--- src/rtl/acc_alu_pkg.sv ---
package acc_alu_pkg;
  parameter int unsigned DATA_W = 8;
  localparam int unsigned NIB_W = DATA_W / 2;

  typedef enum logic [4:0] {
    OP_ADD  = 5'd0,
    OP_ADDC = 5'd1,
    OP_SUBB = 5'd2,
    OP_AND  = 5'd3,
    OP_OR   = 5'd4,
    OP_XOR  = 5'd5,
    OP_INC  = 5'd6,
    OP_DEC  = 5'd7,
    OP_CLR  = 5'd8,
    OP_CPL  = 5'd9,
    OP_RL   = 5'd10,
    OP_RLC  = 5'd11,
    OP_RR   = 5'd12,
    OP_RRC  = 5'd13,
    OP_SWAP = 5'd14,
    OP_DA   = 5'd15,
    OP_MUL  = 5'd16,
    OP_DIV  = 5'd17
  } alu_op_e;
endpackage

--- src/rtl/acc_alu_addsub.sv ---
module acc_alu_addsub #(
  parameter int unsigned W = 8
) (
  input  logic [W-1:0] a_i,
  input  logic [W-1:0] b_i,
  input  logic         ci_i,
  input  logic         sub_i,
  output logic [W-1:0] sum_o,
  output logic         c_o,
  output logic         ac_o,
  output logic         ov_o
);
  localparam int unsigned NW = W / 2;
  localparam int unsigned HW = W - NW;

  logic [W-1:0]  y;
  logic          cin;
  logic [NW:0]   lo;
  logic [HW-1:0] mid;
  logic [1:0]    top;
  logic          c7;

  // subtraction as a + ~b + ~borrow; carries invert into borrows
  always_comb begin
    y   = sub_i ? ~b_i : b_i;
    cin = sub_i ^ ci_i;
    lo  = {1'b0, a_i[NW-1:0]} + {1'b0, y[NW-1:0]} + {{NW{1'b0}}, cin};
    mid = {1'b0, a_i[W-2:NW]} + {1'b0, y[W-2:NW]} + {{(HW-1){1'b0}}, lo[NW]};
    c7  = mid[HW-1];
    top = {1'b0, a_i[W-1]} + {1'b0, y[W-1]} + {1'b0, c7};
    sum_o = {top[0], mid[HW-2:0], lo[NW-1:0]};
    c_o   = top[1] ^ sub_i;
    ac_o  = lo[NW] ^ sub_i;
    ov_o  = c7 ^ top[1];
  end
endmodule

--- src/rtl/acc_alu_unit.sv ---
module acc_alu_unit
  import acc_alu_pkg::*;
#(
  parameter int unsigned W = DATA_W
) (
  input  alu_op_e      op_i,
  input  logic [W-1:0] a_i,
  input  logic [W-1:0] b_i,
  input  logic         c_i,
  input  logic         ac_i,
  input  logic         ov_i,
  output logic [W-1:0] res_o,
  output logic         c_o,
  output logic         ac_o,
  output logic         ov_o
);
  localparam int unsigned NW = W / 2;

  logic [W-1:0] as_sum;
  logic         as_c, as_ac, as_ov;
  logic         as_ci, as_sub;
  logic [W:0]   da_t1, da_t2;
  logic         da_c1, da_c2;

  assign as_ci  = (op_i == OP_ADD) ? 1'b0 : c_i;
  assign as_sub = (op_i == OP_SUBB);

  acc_alu_addsub #(.W(W)) u_addsub (
    .a_i  (a_i),
    .b_i  (b_i),
    .ci_i (as_ci),
    .sub_i(as_sub),
    .sum_o(as_sum),
    .c_o  (as_c),
    .ac_o (as_ac),
    .ov_o (as_ov)
  );

  // decimal adjust: low correction first, high test sees the corrected byte
  always_comb begin
    da_t1 = {1'b0, a_i};
    if (a_i[NW-1:0] > NW'(9) || ac_i) da_t1 = da_t1 + (W+1)'(6);
    da_c1 = c_i | da_t1[W];
    da_t2 = {1'b0, da_t1[W-1:0]};
    if (da_t1[W-1:NW] > (W-NW)'(9) || da_c1) da_t2 = da_t2 + (W+1)'(6 << NW);
    da_c2 = da_c1 | da_t2[W];
  end

  always_comb begin
    res_o = a_i;
    c_o   = c_i;
    ac_o  = ac_i;
    ov_o  = ov_i;
    unique case (op_i)
      OP_ADD, OP_ADDC, OP_SUBB: begin
        res_o = as_sum;
        c_o   = as_c;
        ac_o  = as_ac;
        ov_o  = as_ov;
      end
      OP_AND:  res_o = a_i & b_i;
      OP_OR:   res_o = a_i | b_i;
      OP_XOR:  res_o = a_i ^ b_i;
      OP_INC:  res_o = a_i + W'(1);
      OP_DEC:  res_o = a_i - W'(1);
      OP_CLR:  res_o = '0;
      OP_CPL:  res_o = ~a_i;
      OP_RL:   res_o = {a_i[W-2:0], a_i[W-1]};
      OP_RR:   res_o = {a_i[0], a_i[W-1:1]};
      OP_RLC: begin
        res_o = {a_i[W-2:0], c_i};
        c_o   = a_i[W-1];
      end
      OP_RRC: begin
        res_o = {c_i, a_i[W-1:1]};
        c_o   = a_i[0];
      end
      OP_SWAP: res_o = {a_i[NW-1:0], a_i[W-1:NW]};
      OP_DA: begin
        res_o = da_t2[W-1:0];
        c_o   = da_c2;
      end
      default: ;
    endcase
  end
endmodule

--- src/rtl/acc_alu_muldiv.sv ---
module acc_alu_muldiv #(
  parameter int unsigned W      = 8,
  parameter int unsigned STEP_W = 2
) (
  input  logic         clk_i,
  input  logic         rst_ni,
  input  logic         start_i,
  input  logic         div_i,
  input  logic [W-1:0] a_i,
  input  logic [W-1:0] b_i,
  output logic         busy_o,
  output logic         last_o,
  output logic [W-1:0] lo_o,
  output logic [W-1:0] hi_o,
  output logic         ovf_o
);
  localparam int unsigned STEPS = W / STEP_W;
  localparam int unsigned CNT_W = $clog2(STEPS + 1);
  localparam int unsigned PW    = 2 * W;
  localparam int unsigned RW    = W + 1;

  logic             busy_q, div_q;
  logic [CNT_W-1:0] cnt_q;
  logic [W-1:0]     opb_q, sh_q, sh_n;
  logic [PW-1:0]    acc_q, acc_n;
  logic [RW-1:0]    rem;

  // mul: opb = multiplicand, sh = multiplier (MSB digits first)
  // div: opb = divisor, sh = dividend shifting out / quotient shifting in
  always_comb begin
    rem = '0;
    if (div_q) begin
      rem  = acc_q[RW-1:0];
      sh_n = sh_q;
      for (int i = 0; i < STEP_W; i++) begin
        rem  = {rem[W-1:0], sh_n[W-1]};
        sh_n = {sh_n[W-2:0], 1'b0};
        if (rem >= {1'b0, opb_q}) begin
          rem     = rem - {1'b0, opb_q};
          sh_n[0] = 1'b1;
        end
      end
      acc_n = PW'(rem);
    end else begin
      acc_n = (acc_q << STEP_W) + PW'(opb_q) * PW'(sh_q[W-1 -: STEP_W]);
      sh_n  = sh_q << STEP_W;
    end
  end

  assign busy_o = busy_q;
  assign last_o = busy_q && (cnt_q == CNT_W'(1));
  assign lo_o   = div_q ? sh_n : acc_n[W-1:0];
  assign hi_o   = div_q ? acc_n[W-1:0] : acc_n[PW-1:W];
  assign ovf_o  = div_q ? (opb_q == '0) : (acc_n[PW-1:W] != '0);

  always_ff @(posedge clk_i or negedge rst_ni) begin
    if (!rst_ni) begin
      busy_q <= 1'b0;
      div_q  <= 1'b0;
      cnt_q  <= '0;
      opb_q  <= '0;
      sh_q   <= '0;
      acc_q  <= '0;
    end else if (start_i) begin
      busy_q <= 1'b1;
      div_q  <= div_i;
      cnt_q  <= CNT_W'(STEPS);
      opb_q  <= div_i ? b_i : a_i;
      sh_q   <= div_i ? a_i : b_i;
      acc_q  <= '0;
    end else if (busy_q) begin
      acc_q <= acc_n;
      sh_q  <= sh_n;
      cnt_q <= cnt_q - CNT_W'(1);
      if (last_o) busy_q <= 1'b0;
    end
  end

  // the top must never launch while an operation is in flight
  assert_no_restart_R12: assert property (@(posedge clk_i) disable iff (!rst_ni)
    start_i |-> !busy_q);
endmodule

--- src/rtl/acc_alu.sv ---
module acc_alu
  import acc_alu_pkg::*;
#(
  parameter int unsigned STEP_W = 2
) (
  input  logic              clk_i,
  input  logic              rst_ni,
  input  logic              start_i,
  input  logic [4:0]        op_i,
  input  logic [DATA_W-1:0] a_i,
  input  logic [DATA_W-1:0] b_i,
  input  logic              c_i,
  input  logic              ac_i,
  input  logic              ov_i,
  output logic [DATA_W-1:0] res_o,
  output logic [DATA_W-1:0] res_b_o,
  output logic              c_o,
  output logic              ac_o,
  output logic              ov_o,
  output logic              done_o,
  output logic              busy_o
);
  localparam int unsigned W = DATA_W;

  alu_op_e      op_e;
  logic         is_md, accept, md_start;
  logic [W-1:0] u_res;
  logic         u_c, u_ac, u_ov;
  logic         md_busy, md_last, md_ovf;
  logic [W-1:0] md_lo, md_hi;
  logic         ac_hold_q;
  logic [W-1:0] res_q, res_b_q;
  logic         c_q, ac_q, ov_q, done_q;

  assign op_e     = alu_op_e'(op_i);
  assign is_md    = (op_e == OP_MUL) || (op_e == OP_DIV);
  assign accept   = start_i && !md_busy;
  assign md_start = accept && is_md;

  acc_alu_unit #(.W(W)) u_unit (
    .op_i (op_e),
    .a_i  (a_i),
    .b_i  (b_i),
    .c_i  (c_i),
    .ac_i (ac_i),
    .ov_i (ov_i),
    .res_o(u_res),
    .c_o  (u_c),
    .ac_o (u_ac),
    .ov_o (u_ov)
  );

  acc_alu_muldiv #(.W(W), .STEP_W(STEP_W)) u_muldiv (
    .clk_i  (clk_i),
    .rst_ni (rst_ni),
    .start_i(md_start),
    .div_i  (op_e == OP_DIV),
    .a_i    (a_i),
    .b_i    (b_i),
    .busy_o (md_busy),
    .last_o (md_last),
    .lo_o   (md_lo),
    .hi_o   (md_hi),
    .ovf_o  (md_ovf)
  );

  always_ff @(posedge clk_i or negedge rst_ni) begin
    if (!rst_ni) begin
      ac_hold_q <= 1'b0;
      res_q     <= '0;
      res_b_q   <= '0;
      c_q       <= 1'b0;
      ac_q      <= 1'b0;
      ov_q      <= 1'b0;
      done_q    <= 1'b0;
    end else begin
      if (md_start) ac_hold_q <= ac_i;
      if (accept && !is_md) begin
        res_q   <= u_res;
        res_b_q <= b_i;
        c_q     <= u_c;
        ac_q    <= u_ac;
        ov_q    <= u_ov;
        done_q  <= 1'b1;
      end else if (md_last) begin
        res_q   <= md_lo;
        res_b_q <= md_hi;
        c_q     <= 1'b0;
        ac_q    <= ac_hold_q;
        ov_q    <= md_ovf;
        done_q  <= 1'b1;
      end else begin
        done_q  <= 1'b0;
      end
    end
  end

  assign res_o   = res_q;
  assign res_b_o = res_b_q;
  assign c_o     = c_q;
  assign ac_o    = ac_q;
  assign ov_o    = ov_q;
  assign done_o  = done_q;
  assign busy_o  = md_busy;

  assert_add_ov_R2: assert property (@(posedge clk_i) disable iff (!rst_ni)
    (accept && (op_e == OP_ADD || op_e == OP_ADDC)) |=>
      (ov_o == (($past(a_i[W-1]) == $past(b_i[W-1])) && (res_o[W-1] != $past(a_i[W-1])))));

  assert_sub_ov_R3: assert property (@(posedge clk_i) disable iff (!rst_ni)
    (accept && op_e == OP_SUBB) |=>
      (ov_o == (($past(a_i[W-1]) != $past(b_i[W-1])) && (res_o[W-1] != $past(a_i[W-1])))));

  assert_da_keep_c_R8: assert property (@(posedge clk_i) disable iff (!rst_ni)
    (accept && op_e == OP_DA && c_i) |=> c_o);

  // multiply and divide both finish with carry cleared
  assert_md_carry_R9: assert property (@(posedge clk_i) disable iff (!rst_ni)
    md_last |=> (done_o && !c_o));

  assert_done_idle_R11: assert property (@(posedge clk_i) disable iff (!rst_ni)
    done_o |-> !busy_o);
endmodule

--- config.mk ---
export PLATFORM = sky130hd
export DESIGN_NAME = acc_alu
export DESIGN_NICKNAME = d
export VERILOG_FILES = /design/src/rtl/acc_alu_pkg.sv /design/src/rtl/acc_alu_addsub.sv /design/src/rtl/acc_alu_unit.sv /design/src/rtl/acc_alu_muldiv.sv /design/src/rtl/acc_alu.sv
export SDC_FILE = /design/constraint.sdc
export NUM_CORES = 1
export LEC_CHECK = 0
export BUFFER_PORTS_ARGS = -buffer_cell sky130_fd_sc_hd__buf_2
export CAP_MARGIN = 25
export CORE_UTILIZATION = 39
export DETAILED_ROUTE_END_ITERATION = 8
export PLACE_DENSITY = 0.57
export SETUP_SLACK_MARGIN = 0.05
export SYNTH_ARGS = -nofsm -noshare
export SYNTH_HDL_FRONTEND = slang
export SYNTH_SLANG_ARGS = --single-unit
--- constraint.sdc ---
create_clock -name clk_i -period 9.85 [get_ports clk_i]
set_input_delay 2.4625 -clock clk_i [delete_from_list [all_inputs] [get_ports clk_i]]
set_output_delay 2.4625 -clock clk_i [all_outputs]
set_load 0.01 [all_outputs]
== Word level (Yosys, flattened, before mapping) ==
Cells that the tools add are included.

* Bits in registers: 56

* Mux-type cells: 41
* Reduce and logical (&&, ||, !) cells: 15
* Add/subtract/negate cells: 14
* Magnitude comparators: 4
* Eq/ne operators: 18
* Bitwise operators: 11
* Multiply operators: 1

{| class="wikitable"
|+ Operators with widths
! cell !! number
|-
| $pmux W8 S14 || 1
|-
| $mux W8 || 13
|-
| $eq A5 B4 Y1 const B || 8
|-
| $mux W14 || 2
|-
| $mux W9 || 3
|-
| $eq A5 B3 Y1 const B || 4
|-
| $ge A9 B8 Y1 || 2
|-
| $mux W1 || 17
|-
| $add A16 B10 Y16 || 1
|-
| $mux W16 || 1
|-
| $not A8 Y8 || 2
|-
| $eq A5 B2 Y1 const B || 2
|-
| $eq A5 B5 Y1 const B || 2
|-
| $mul A8 B2 Y10 || 1
|-
| $add A8 B3 Y9 const B || 1
|-
| $add A8 B7 Y9 const B || 1
|-
| $sub A9 B8 Y9 || 1
|-
| $add A8 B1 Y8 const B || 1
|-
| $and A8 B8 Y8 || 1
|-
| $gt A4 B4 Y1 const B || 2
|-
| $logic_not A8 Y1 || 1
|-
| $or A8 B8 Y8 || 1
|-
| $reduce_bool A8 Y1 || 1
|-
| $sub A8 B1 Y8 const B || 1
|-
| 22 further kinds || 34
|}

== Logic depth before layout (Yosys ltp) ==
* Word-level depth: 10
* Gate-level depth with buffers: 19

== By module ==
A second synthesis with hierarchy kept.

* Cell total of the unflattened synthesis: 834
* Area total of the unflattened synthesis: 6964.2 um^2

{| class="wikitable"
|+ By module, submodules not included
! module !! area each (um^2) !! cells each !! instances
|-
| acc_alu_muldiv || 3681.0 || 468 || 1
|-
| acc_alu_unit || 1796.7 || 258 || 1
|-
| acc_alu || 1122.3 || 69 || 1
|-
| acc_alu_addsub || 364.1 || 39 || 1
|}

== Least setup slack after synthesis ==
OpenSTA, ideal clock, no wires.

* Path kind: input port to flip-flop
* From: input port op_i[4]
* To: register res_q[7], in the netlist res_o[7]
* Cell stages on the path: 19
* Buffers on the path: 2
* Data arrival time: 6703 ps
* Data required time: 9719 ps
* Setup slack: 3017 ps
* Path through: clkbuf_1 -> or3_1 -> or2_2 -> buf_2 -> xnor2_1 -> fa_1 -> fa_1 -> a21o_1 -> a21oi_1 -> fa_1 -> inv_1 -> a21o_1 -> a21o_1 -> fa_1 -> o2bb2ai_1 -> a221oi_1 -> o2111ai_1 -> a311oi_1 -> a31oi_1

* Cells in the longest elaborated chain, start to end: 8

{| class="wikitable"
|+ RTL lines
! element !! RTL line !! text
|-
| start: declaration || acc_alu.sv:9 || <nowiki>input logic [4:0] op_i,</nowiki>
|-
| $eq A5 B2 Y1 / $logic_not A5 Y1 (equally long branches) || acc_alu_unit.sv:26, acc_alu_unit.sv:54, acc_alu_unit.sv:25 ||
|-
| $mux W8 / $mux W1 (equally long branches) || acc_alu_addsub.sv:25, acc_alu_unit.sv:25 ||
|-
| $add A4 B4 Y5 / $xor A1 B1 Y1 (equally long branches) || acc_alu_addsub.sv:27, acc_alu_addsub.sv:26 ||
|-
| $add A5 B1 Y5 || acc_alu_addsub.sv:27 || <nowiki>lo = {1'b0, a_i[NW-1:0]} + {1'b0, y[NW-1:0]} + {{NW{1'b0}}, cin};</nowiki>
|-
| $add A4 B1 Y4 || acc_alu_addsub.sv:28 || <nowiki>mid = {1'b0, a_i[W-2:NW]} + {1'b0, y[W-2:NW]} + {{(HW-1){1'b0}}, lo[NW]};</nowiki>
|-
| $add A2 B1 Y2 || acc_alu_addsub.sv:30 || <nowiki>top = {1'b0, a_i[W-1]} + {1'b0, y[W-1]} + {1'b0, c7};</nowiki>
|-
| $pmux W8 S14 || acc_alu_unit.sv:54 || <nowiki>unique case (op_i)</nowiki>
|-
| $mux W8 || acc_alu.sv:78 || <nowiki>if (accept && !is_md) begin</nowiki>
|-
| end signal: assignment || acc_alu.sv:79 || <nowiki>res_q <= u_res;</nowiki>
|-
| end signal: assignment || acc_alu.sv:86 || <nowiki>res_q <= md_lo;</nowiki>
|-
| end: declaration || acc_alu.sv:32 || <nowiki>logic [W-1:0] res_q, res_b_q;</nowiki>
|}

Several ways; a longest one is shown, not always the timed one.
A chain may end at the register's enable or synchronous reset.

== Worst setup path in the final report ==
Same ends and word-level chain as after synthesis.

==> metrics.csv <==
metric,value,unit
async_reset_ff_frac,1.00,
slew-limit-headroom,0.379,
timing.final.crit_share,0.698,
cts_tree,done,
via_per_inst,5.93,
synth-seq-cells,56,
endpoint_kind,flip-flop,
routedWlPerCell,20.2,um
antenna_found_initial,0,
synth_top_area_frac,0.214,
yosysMostFrequentCell,nand2_1,
hold_buffers,0,
start_util,0.398,
status,"finished, final reports clean",
yosysUniqueCellTypes,78,
grt-ovfl-total,0,
grt_max_degree,57,
hold_viol_final,0,
syn_area,6550,sq um
htree_levels,2,
setup_ws,2970,ps
post_cts_buffers,0,
timing.hold.ws,496,ps
drc_errors,0,
clk_path_buf_depth,2,
cts_sinks,56,
seq_area_frac_synth,0.214,
antenna_left,0,
cts.repair.resized,0,
hold_path.class,reg2reg,
dr.pass1.iters,5,
post_dp_cell_area,6860,sq um
ir_drop,0.422,mV
tns,0,ps
ys.flop_type,dfrtp_1,
utilization,0.426,
synth_area_leaders,"dfrtp_1 21%, ha_1 11%, nand2_1 5.2%, o21ai_0 4.9%, fa_1 4.6%",
cts_root_buf,clkbuf_16,
drtIter0Drc,521,
leakage,3.15,nW
finalSetupViolCount,0,
port_buffers,47,
tightest_slew,929,ps
worst_ep_arrival_time,7070,ps
grt_first_pass_wirelength,33900,um
boundaryPins,48,
start_kind,primary input,
clk_pin_slew,80,ps
row_count,47,
synth_top_area_cell,dfrtp_1,
synth_edf_count,0,
post-place-ws,2670,ps
synth_fp_nets,917,
dieWidth,132,um
rsz0062_at_grt,false,
syn_to_final_growth,7.01,%
dp_hpwl,16200,um
numCtsBuffers,5,
path_max_fanout,19,
avgSynthCellArea,8.03,sq um
power_per_cell_area,359,nW/um^2
fin_nets,928,
crit_type,in2reg,
slew_violations,0,
grt_pass1_vias,5974,
core-area,16500,sq um
die-area,17300,sq um
min_period,6880,ps
synthCells,816,
grt_usage,0.249,
drive_gt1_frac,0.110,
insertion_delay,310,ps
synth_warnings,0,
maxCapViolations,0,
final.setup_skew,12.4,ps
required,10040,ps
fin_area,7010,sq um
fp.dieH,132,um
synth_common_cells,"91 x nand2_1, 64 x o21ai_0, 61 x inv_1, 59 x ha_1, 56 x dfrtp_1",
fmax,145,MHz
antenna_cells,0,
routed_wl,21200,um
gp_congestion,0.945,
num_vias,6214,
-- final timing paths --
check	from	endpoint	slack, ps	cells past startpoint
max	op_i[4]	res_o[7]	2970	18
min	ac_hold_q	ac_hold_q	500	2
max reg2reg	u_muldiv.sh_q[7]	res_b_o[6]	4950	17
min reg2reg	ac_hold_q	ac_hold_q	500	2
max in group asynchronous	rst_ni	res_o[0]	7060	2
min in group asynchronous	rst_ni	u_muldiv.acc_q[9]	2280	2
-- worst max-delay path, cell delays in order --
cell	delay, ps
buf_2	220
or3_1	470
or2_2	470
xnor2_1	200
fa_1	440
fa_1	420
a21o_1	170
a21oi_1	240
fa_1	230
inv_1	70
a21o_1	160
a21o_1	210
fa_1	450
o2bb2ai_1	140
a221oi_1	230
o2111ai_1	160
a311oi_1	210
a31oi_1	110
-- sequential cells by signal (all words and copies together) (netlist names) --
name,cells
res_o,8
ac_o,1
c_o,1
done_o,1
res_b_o,8
u_muldiv.opb_q,8
ac_hold_q,1
u_muldiv.busy_o,1
u_muldiv.div_q,1
u_muldiv.cnt_q,3
u_muldiv.acc_q,14
ov_o,1
u_muldiv.sh_q,8
-- report_power, final --
part | switching, mW | internal, mW | leakage, nW | total [mW]
clock | 0.0926 | 0.0965 | 0.0708 | 0.189
combinational | 1.14 | 0.740 | 2.40 | 1.88
sequential | 0.113 | 0.333 | 0.673 | 0.447
-- per-stage QoR --
step / std cells / power, mW
after floorplan: 816 / 1.81
after global placement: 1040 / 2.31
after detailed placement: 1040 / 2.32
after CTS: 1048 / 2.52
after global routing: 1048 / 2.77
final: 1048 / 2.52
-- metal layers --
layer,up-vias,global-route usage,share of wire
met5,-,0,0
met4,0,0.105,0.038
met3,53,0.0231,0.039
met2,188,0.409,0.48
met1,2989,0.333,0.45
li1,2984,-,-
-- cells in the final DEF, fill, tap and decap left out, types with 13 or more instances in the layout --
cell	n
nor2b_1	14
buf_2	47
fa_1	15
a221oi_1	15
nand2_1	91
xor2_1	16
nor2_1	45
o21ai_0	64
mux2i_1	26
a21oi_1	52
xnor2_1	26
inv_1	61
ha_1	59
dfrtp_1	56
a211oi_1	14
a31oi_1	13
nor3_1	18
nand3_1	20
-- cell type report --
class	count	area, sq um
clock buffers	5	125
inverters	63	236
well taps	220	275
fillers	1704	9450
flip-flops and latches	56	1400
repair buffers	54	288
multi-input cells	647	4660
clock inverters	3	25.0
-- logic make-up (layout without fill, tap and decap cells) --
group / after synthesis / count (layout) / share of synthesized area
and+or+nand+nor: 244 / 244 / 0.183
xor gates and xnor gates: 42 / 42 / 0.0561
buffers and inverters: 113 / 125 / 0.0756
DFF: 56 / 56 / 0.214
muxes: 32 / 32 / 0.0512
adders and majority gates: 74 / 74 / 0.158
AOI/OAI and AO/OA: 255 / 255 / 0.261
No activity file was read; power rests on OpenSTA's default activity.
